<file path="src/rtl/msi_ring_pkg.sv">
package msi_ring_pkg;

    // Register word addresses (software decodes these)
    localparam logic [2:0] RA_CTRL    = 3'h0;
    localparam logic [2:0] RA_BASE_HI = 3'h3;
    localparam logic [2:0] RA_BASE_LO = 3'h4;
    localparam logic [2:0] RA_RD_OFF  = 3'h5;
    localparam logic [2:0] RA_WR_OFF  = 3'h6;

    // Control bit positions
    localparam int CB_EN       = 0;
    localparam int CB_FULL_DET = 1;
    localparam int CB_IRQ_EN   = 3;
    localparam int CB_STOP     = 4;
    localparam int CB_SIZE_LO  = 8;

    // Geometry
    localparam int REG_DW      = 32;
    localparam int BASE_W      = 64;
    localparam int SIZE_CODE_W = 2;
    localparam int MIN_LOG     = 15;
    localparam int ENTRY_LOG   = 4;
    localparam int MSI_W       = 16;
    localparam int OFF_W       = MIN_LOG + (1 << SIZE_CODE_W) - 1;
    localparam int ENTRY_BYTES = 1 << ENTRY_LOG;
    localparam int ENTRY_W     = 8 * ENTRY_BYTES;

    typedef struct packed {
        logic [SIZE_CODE_W-1:0] size_code;
        logic                   stop_on_full;
        logic                   irq_en;
        logic                   full_det;
        logic                   enable;
    } ctrl_t;

    typedef enum logic [0:0] {
        ST_IDLE  = 1'b0,
        ST_ISSUE = 1'b1
    } post_state_t;

endpackage

</file>
<file path="src/rtl/msi_ring_mask.sv">
module msi_ring_mask #(
    parameter int OFF_W       = msi_ring_pkg::OFF_W,
    parameter int MIN_LOG     = msi_ring_pkg::MIN_LOG,
    parameter int ENTRY_LOG   = msi_ring_pkg::ENTRY_LOG,
    parameter int SIZE_CODE_W = msi_ring_pkg::SIZE_CODE_W
) (
    input  logic [SIZE_CODE_W-1:0] size_code,
    output logic [OFF_W-1:0]       size_mask
);

    // One bit per offset position: below the entry granule is always zero,
    // below the smallest ring is always one, the rest depends on the code.
    for (genvar i = 0; i < OFF_W; i++) begin : g_bit
        if (i < ENTRY_LOG) begin : g_low
            assign size_mask[i] = 1'b0;
        end else if (i < MIN_LOG) begin : g_fixed
            assign size_mask[i] = 1'b1;
        end else begin : g_var
            localparam int NEED = i - MIN_LOG + 1;
            assign size_mask[i] = (size_code >= SIZE_CODE_W'(NEED));
        end
    end

endmodule

</file>
<file path="src/rtl/msi_ring_regs.sv">
module msi_ring_regs
    import msi_ring_pkg::*;
#(
    parameter int OFF_W     = msi_ring_pkg::OFF_W,
    parameter int ENTRY_LOG = msi_ring_pkg::ENTRY_LOG
) (
    input  logic              clk,
    input  logic              rst_n,
    input  logic              reg_wr,
    input  logic [2:0]        reg_addr,
    input  logic [REG_DW-1:0] reg_wdata,
    output logic [REG_DW-1:0] reg_rdata,
    input  logic [OFF_W-1:0]  size_mask,
    input  logic [OFF_W-1:0]  wr_off,
    output ctrl_t             ctrl,
    output logic [BASE_W-1:0] base_addr,
    output logic [OFF_W-1:0]  rd_off
);

    ctrl_t             ctrl_q;
    logic [BASE_W-1:0] base_q;
    logic [OFF_W-1:0]  rd_q;

    always_ff @(posedge clk) begin
        if (!rst_n) begin
            ctrl_q <= '0;
            base_q <= '0;
            rd_q   <= '0;
        end else if (reg_wr) begin
            case (reg_addr)
                RA_CTRL: begin
                    ctrl_q.enable       <= reg_wdata[CB_EN];
                    ctrl_q.full_det     <= reg_wdata[CB_FULL_DET];
                    ctrl_q.irq_en       <= reg_wdata[CB_IRQ_EN];
                    ctrl_q.stop_on_full <= reg_wdata[CB_STOP];
                    ctrl_q.size_code    <= reg_wdata[CB_SIZE_LO +: SIZE_CODE_W];
                end
                RA_BASE_HI: base_q[BASE_W-1:REG_DW] <= reg_wdata;
                RA_BASE_LO: base_q[REG_DW-1:0]      <= reg_wdata;
                RA_RD_OFF:  rd_q <= reg_wdata[OFF_W-1:0] & size_mask;
                default: ;
            endcase
        end
    end

    assign ctrl      = ctrl_q;
    assign base_addr = base_q;
    assign rd_off    = rd_q & size_mask;

    always_comb begin
        reg_rdata = '0;
        case (reg_addr)
            RA_CTRL: begin
                reg_rdata[CB_EN]                     = ctrl_q.enable;
                reg_rdata[CB_FULL_DET]               = ctrl_q.full_det;
                reg_rdata[CB_IRQ_EN]                 = ctrl_q.irq_en;
                reg_rdata[CB_STOP]                   = ctrl_q.stop_on_full;
                reg_rdata[CB_SIZE_LO +: SIZE_CODE_W] = ctrl_q.size_code;
            end
            RA_BASE_HI: reg_rdata = base_q[BASE_W-1:REG_DW];
            RA_BASE_LO: reg_rdata = base_q[REG_DW-1:0];
            RA_RD_OFF:  reg_rdata = {{(REG_DW-OFF_W){1'b0}}, rd_off};
            RA_WR_OFF:  reg_rdata = {{(REG_DW-OFF_W){1'b0}}, wr_off};
            default:    reg_rdata = '0;
        endcase
    end


    rd_align_chk: assert property (@(posedge clk) disable iff (!rst_n)
        rd_q[ENTRY_LOG-1:0] == '0);

endmodule

</file>
<file path="src/rtl/msi_ring_wptr.sv">
module msi_ring_wptr #(
    parameter int OFF_W     = msi_ring_pkg::OFF_W,
    parameter int ENTRY_LOG = msi_ring_pkg::ENTRY_LOG
) (
    input  logic             clk,
    input  logic             rst_n,
    input  logic             advance,
    input  logic [OFF_W-1:0] size_mask,
    output logic [OFF_W-1:0] wr_off
);

    localparam int STEP = 1 << ENTRY_LOG;

    logic [OFF_W-1:0] wr_q;

    assign wr_off = wr_q & size_mask;

    always_ff @(posedge clk) begin
        if (!rst_n) begin
            wr_q <= '0;
        end else if (advance) begin
            wr_q <= (wr_off + OFF_W'(STEP)) & size_mask;
        end
    end


    wr_hold_chk: assert property (@(posedge clk) disable iff (!rst_n)
        (!advance && $stable(size_mask)) |=> $stable(wr_off));

endmodule

</file>
<file path="src/rtl/msi_ring_post_fsm.sv">
module msi_ring_post_fsm
    import msi_ring_pkg::*;
#(
    parameter int ADDR_W  = msi_ring_pkg::BASE_W,
    parameter int ENTRY_W = msi_ring_pkg::ENTRY_W,
    parameter int NUM_W   = msi_ring_pkg::MSI_W
) (
    input  logic               clk,
    input  logic               rst_n,
    input  logic               enable,
    input  logic               block,
    input  logic               msi_valid,
    input  logic [NUM_W-1:0]   msi_num,
    output logic               msi_ready,
    input  logic [ADDR_W-1:0]  slot_addr,
    output logic               mem_valid,
    input  logic               mem_ready,
    output logic [ADDR_W-1:0]  mem_addr,
    output logic [ENTRY_W-1:0] mem_data,
    output logic               advance
);

    post_state_t        state_q, state_d;
    logic [ADDR_W-1:0]  addr_q;
    logic [ENTRY_W-1:0] data_q;

    // State register
    always_ff @(posedge clk) begin
        if (!rst_n) state_q <= ST_IDLE;
        else        state_q <= state_d;
    end

    // Transitions: accept and retire
    always_comb begin
        state_d = state_q;
        unique case (state_q)
            ST_IDLE:  if (msi_valid && enable && !block) state_d = ST_ISSUE;
            ST_ISSUE: if (mem_ready) state_d = ST_IDLE;
            default:  state_d = ST_IDLE;
        endcase
    end

    // Outputs
    always_comb begin
        msi_ready = 1'b0;
        mem_valid = 1'b0;
        advance   = 1'b0;
        unique case (state_q)
            ST_IDLE:  msi_ready = enable && !block;
            ST_ISSUE: begin
                mem_valid = 1'b1;
                advance   = mem_ready;
            end
            default: ;
        endcase
    end

    // Record capture on accept
    always_ff @(posedge clk) begin
        if (!rst_n) begin
            addr_q <= '0;
            data_q <= '0;
        end else if (state_q == ST_IDLE && msi_valid && msi_ready) begin
            addr_q <= slot_addr;
            data_q <= {{(ENTRY_W-NUM_W){1'b0}}, msi_num};
        end
    end

    assign mem_addr = addr_q;
    assign mem_data = data_q;


    mem_hold_chk: assert property (@(posedge clk) disable iff (!rst_n)
        (mem_valid && !mem_ready) |=> (mem_valid && $stable(mem_addr) && $stable(mem_data)));


    ready_gate_chk: assert property (@(posedge clk) disable iff (!rst_n)
        msi_ready |-> enable);

endmodule

</file>
<file path="src/rtl/msi_ring_poster.sv">
module msi_ring_poster
    import msi_ring_pkg::*;
(
    input  logic                clk,
    input  logic                rst_n,
    input  logic                reg_wr,
    input  logic [2:0]          reg_addr,
    input  logic [REG_DW-1:0]   reg_wdata,
    output logic [REG_DW-1:0]   reg_rdata,
    input  logic                msi_valid,
    input  logic [REG_DW-1:0]   msi_data,
    output logic                msi_ready,
    output logic                mem_valid,
    input  logic                mem_ready,
    output logic [BASE_W-1:0]   mem_addr,
    output logic [ENTRY_W-1:0]  mem_data,
    output logic                irq_out
);

    ctrl_t             ctrl;
    logic [BASE_W-1:0] base_addr;
    logic [OFF_W-1:0]  size_mask;
    logic [OFF_W-1:0]  rd_off;
    logic [OFF_W-1:0]  wr_off;
    logic [OFF_W-1:0]  next_off;
    logic [BASE_W-1:0] slot_addr;
    logic              ring_full;
    logic              block;
    logic              advance;
    logic              unused_msi_hi;

    assign unused_msi_hi = ^msi_data[REG_DW-1:MSI_W];

    msi_ring_mask #(
        .OFF_W(OFF_W), .MIN_LOG(MIN_LOG), .ENTRY_LOG(ENTRY_LOG), .SIZE_CODE_W(SIZE_CODE_W)
    ) u_mask (
        .size_code (ctrl.size_code),
        .size_mask (size_mask)
    );

    msi_ring_regs #(.OFF_W(OFF_W), .ENTRY_LOG(ENTRY_LOG)) u_regs (
        .clk       (clk),
        .rst_n     (rst_n),
        .reg_wr    (reg_wr),
        .reg_addr  (reg_addr),
        .reg_wdata (reg_wdata),
        .reg_rdata (reg_rdata),
        .size_mask (size_mask),
        .wr_off    (wr_off),
        .ctrl      (ctrl),
        .base_addr (base_addr),
        .rd_off    (rd_off)
    );

    msi_ring_wptr #(.OFF_W(OFF_W), .ENTRY_LOG(ENTRY_LOG)) u_wptr (
        .clk       (clk),
        .rst_n     (rst_n),
        .advance   (advance),
        .size_mask (size_mask),
        .wr_off    (wr_off)
    );

    assign next_off  = (wr_off + OFF_W'(ENTRY_BYTES)) & size_mask;
    assign ring_full = (next_off == rd_off);
    assign block     = ctrl.full_det && ctrl.stop_on_full && ring_full;
    assign slot_addr = base_addr + {{(BASE_W-OFF_W){1'b0}}, wr_off};

    msi_ring_post_fsm #(.ADDR_W(BASE_W), .ENTRY_W(ENTRY_W), .NUM_W(MSI_W)) u_fsm (
        .clk       (clk),
        .rst_n     (rst_n),
        .enable    (ctrl.enable),
        .block     (block),
        .msi_valid (msi_valid),
        .msi_num   (msi_data[MSI_W-1:0]),
        .msi_ready (msi_ready),
        .slot_addr (slot_addr),
        .mem_valid (mem_valid),
        .mem_ready (mem_ready),
        .mem_addr  (mem_addr),
        .mem_data  (mem_data),
        .advance   (advance)
    );

    assign irq_out = ctrl.enable && ctrl.irq_en && (rd_off != wr_off);


    full_stop_chk: assert property (@(posedge clk) disable iff (!rst_n)
        (ctrl.enable && ctrl.full_det && ctrl.stop_on_full && ring_full) |-> !msi_ready);


    irq_pending_chk: assert property (@(posedge clk) disable iff (!rst_n)
        irq_out |-> (rd_off != wr_off));


    reset_quiet_chk: assert property (@(posedge clk)
        !rst_n |=> (!mem_valid && !irq_out && !msi_ready));

endmodule

</file>
<file path="config.mk">
export PLATFORM = sky130hd
export DESIGN_NAME = msi_ring_poster
export DESIGN_NICKNAME = d
export VERILOG_FILES = /design/src/rtl/msi_ring_pkg.sv /design/src/rtl/msi_ring_mask.sv /design/src/rtl/msi_ring_regs.sv /design/src/rtl/msi_ring_wptr.sv /design/src/rtl/msi_ring_post_fsm.sv /design/src/rtl/msi_ring_poster.sv
export SDC_FILE = /design/constraint.sdc
export NUM_CORES = 1
export LEC_CHECK = 0
export BUFFER_PORTS_ARGS = -buffer_cell sky130_fd_sc_hd__buf_2
export CAP_MARGIN = 15
export CELL_PAD_IN_SITES_DETAIL_PLACEMENT = 2
export CELL_PAD_IN_SITES_GLOBAL_PLACEMENT = 2
export CORE_ASPECT_RATIO = 1.2
export CORE_MARGIN = 2
export CORE_UTILIZATION = 32
export CTS_CLUSTER_DIAMETER = 60
export DETAILED_ROUTE_END_ITERATION = 12
export PLACE_DENSITY = 0.9
export SLEW_MARGIN = 20
export SYNTH_ARGS = -nofsm -noshare
export SYNTH_HDL_FRONTEND = slang
export SYNTH_SLANG_ARGS = --single-unit
</file>
<file path="constraint.sdc">
create_clock -name clk -period 7.9 [get_ports clk]
set_input_delay 1.58 -clock clk [delete_from_list [all_inputs] [get_ports clk]]
set_output_delay 1.58 -clock clk [all_outputs]
set_load 0.02 [all_outputs]
</file>
==> impl_metrics.env <==
export IMPL_dieArea_um2=33600
export IMPL_htree_levels=4
export IMPL_tns_ns=0
export IMPL_postCtsHoldBufs=0
export IMPL_yosysSeqAreaShare_pct=34.9
export IMPL_relSlewSlack_pct=30.0
export IMPL_vdd_ir_drop_max_v=0.000103
export IMPL_grt_util_all_layers_pct=24.1
export IMPL_max_cap_violations=0
export IMPL_start_kind="input pin"
export IMPL_gp_congestion=0.896
export IMPL_fin_nets=1514
export IMPL_p_per_area_nw_per_um2=176
export IMPL_worstPathArrival_ns=3.83
export IMPL_synth_top_area_share_pct=34.9
export IMPL_clk_latency_ns=0.46
export IMPL_ys_seq_elements=179
export IMPL_ys_warn_count=0
export IMPL_worstHoldPathType="flop to flop"
export IMPL_synth_edf_count=0
export IMPL_tightest_slew_ns=1.05
export IMPL_clock_sinks=179
export IMPL_synthFlopType="dfxtp_1"
export IMPL_drv_slew=0
export IMPL_port_buffer_count=170
export IMPL_syn_area_per_cell_um2=7.77
export IMPL_wl_per_cell_um=22.3
export IMPL_setup_violations=0
export IMPL_die_w_um=168
export IMPL_clkTransAtPathRegs_ns=0.06
export IMPL_yosysTopAreaCell="dfxtp_1"
export IMPL_fin_crit_ns=5.41
export IMPL_dr_total_vias=10091
export IMPL_drcViolationCount=0
export IMPL_finClkSkew_ns=0.0166
export IMPL_clock_path_buffers=2
export IMPL_rsz0062_at_grt="no"
export IMPL_fill_cells=3723
export IMPL_rows=71
export IMPL_preCtsSetupSlack_ns=2.58
export IMPL_critPathRequiredTime_ns=6.32
export IMPL_crit_path_end_kind="output port"
export IMPL_pin_count=299
export IMPL_ant_nets=0
export IMPL_antenna_found_initial=2
export IMPL_yosysMostFrequentCell="nand2_1"
export IMPL_grt_max_degree=109
export IMPL_cts_tree="built"
export IMPL_status="complete, no violations"
export IMPL_die_y_um=200
export IMPL_drtPass1Iterations=5
export IMPL_cp_max_fo=23
export IMPL_overflow=0
export IMPL_area_growth_synth_to_final_pct=12.6
export IMPL_setup_slack_ns=2.49
export IMPL_core_um2=31400
export IMPL_wl_um=41200
export IMPL_synthTopCellsByCount="nand2_1, dfxtp_1, a21oi_1"
export IMPL_hold_violations=0
export IMPL_numCtsBuffers=17
export IMPL_post_cts_resized=0
export IMPL_post_route_period_util_pct=68.5
export IMPL_vias_per_cell=5.48
export IMPL_cts_root_buffer="clkbuf_16"
export IMPL_leakage_nw=4.42
export IMPL_final_core_util_pct=36.8
export IMPL_start_util_pct=32.7
export IMPL_syn_area_um2=10300
export IMPL_drt_iter0_markers=715
export IMPL_fmax_mhz=185
export IMPL_dpl_hpwl_um=29400
export IMPL_grt_pass1_wl_um=63200
export IMPL_drive_above_1_share_pct=16.0
export IMPL_yosys_top_cells_area="dfxtp_1, a21oi_1, buf_4"
export IMPL_post_synth_inst_count=1322
export IMPL_async_reset_ff_share_pct=0
export IMPL_synth_distinct_cells=62
export IMPL_worstSetupPathType="input pin to output port"
export IMPL_grt_pass1_vias=10715
export IMPL_post_cts_buffers=0
cell type report:
| cell class | instances | area (µm²) | share of cell area [%] |
|---|---|---|---|
| diodes | 4 | 10.0 | 0.0865 |
| clock buffers | 19 | 453 | 3.92 |
| clock inverters | 11 | 153 | 1.32 |
| inverters | 21 | 83.8 | 0.725 |
| multi-input cells | 1023 | 5790 | 50.1 |
| flip-flops and latches | 179 | 3580 | 31.0 |
| well taps | 401 | 502 | 4.34 |
| repair buffers | 184 | 988 | 8.55 |
registers in the layout, indices dropped and copies added (netlist names):
| signal | cells |
|---|---|
| u_fsm.mem_addr | 64 |
| u_fsm.mem_data | 16 |
| u_fsm.state_q | 1 |
| u_regs.base_addr | 64 |
| u_regs.ctrl | 6 |
| u_regs.rd_q | 14 |
| u_wptr.wr_q | 14 |
path summary, 6_finish.rpt:
check                                       start                               to  slack [ns]  cells after the start
setup / recovery                      reg_addr[1]                    reg_rdata[15]        2.49                      6
setup reg to reg     u_wptr.wr_q[11]$_SDFFE_PN0P_  u_fsm.mem_addr[46]$_SDFFE_PN0P_        3.93                     10
hold reg to reg   u_fsm.mem_addr[11]$_SDFFE_PN0P_  u_fsm.mem_addr[11]$_SDFFE_PN0P_        0.47                      2
hold / removal    u_fsm.mem_addr[11]$_SDFFE_PN0P_  u_fsm.mem_addr[11]$_SDFFE_PN0P_        0.47                      2
through the flow:
stage	cell area, µm²	hold WS [ns]	std cells	total power, mW
floorplan	10700	0.449	1433	1.11
global placement	10900	0.448	1806	1.13
detailed placement	10900	0.459	1808	1.13
CTS	11600	0.471	1838	2.03
global route	11600	0.497	1840	2.09
finish	11600	0.466	1842	2.03
critical path: stages:
cell	delay [ns]
buf_2	0.44
nor2b_1	0.24
and2_1	0.85
a22oi_1	0.25
o31ai_1	0.20
buf_2	0.26
cell families (layout without fill, tap and decap cells):
logic type               after synthesis  count (layout)  share of synthesized area (%)
multiplexers                          21              21                           2.06
buffers and inverters                231             235                           12.9
XOR/XNOR                              79              79                           6.73
flip-flops                           179             179                           34.9
adder cells (fa/ha/maj)               16              16                           2.02
AO/OA/AOI/OAI                        367             367                           21.9
other                                  1             116                         0.0365
AND/OR/NAND/NOR                      428             428                           19.5
layout by cell type, fill, tap and decap left out, drive strengths merged, types with 4 or more instances in the layout:
cell / netlist / final
buf: 136 / 184
ha: 15 / 15
o21a: 6 / 6
a21o: 6 / 6
xnor2: 55 / 55
and3: 9 / 9
nor3: 25 / 25
nor2: 45 / 45
dfxtp: 179 / 179
a211oi: 47 / 47
a22o: 24 / 24
nand4: 18 / 18
o2111ai: 5 / 5
nor2b: 8 / 8
conb: 1 / 112
nand2: 203 / 203
or2: 6 / 6
and4: 6 / 6
o21ai: 59 / 59
o211ai: 6 / 6
xor2: 24 / 24
mux2i: 20 / 20
and2: 6 / 6
inv: 21 / 23
clkbuf: 74 / 19
nand3: 58 / 58
a21oi: 177 / 177
a22oi: 8 / 8
o31ai: 5 / 5
nand2b: 7 / 7
diode: 0 / 4
nor4: 13 / 13
or3: 13 / 13
layer usage:
| metal | global-route usage (%) | routed length (µm) | vias up |
|---|---|---|---|
| met5 | 0 | 0 | - |
| met4 | 12.6 | 1750 | 0 |
| met3 | 3.62 | 1940 | 104 |
| met2 | 41.6 | 20400 | 348 |
| met1 | 28.8 | 17100 | 5028 |
| li1 | - | - | 4611 |
where the power goes:
group | leakage, nW | internal (mW) | switching, mW
logic | 2.69 | 0.0401 | 0.143
clock network | 0.288 | 0.514 | 0.400
registers | 1.45 | 0.915 | 0.0193
total | 4.42 | 1.47 | 0.562
(Power assumes the default switching activity.)
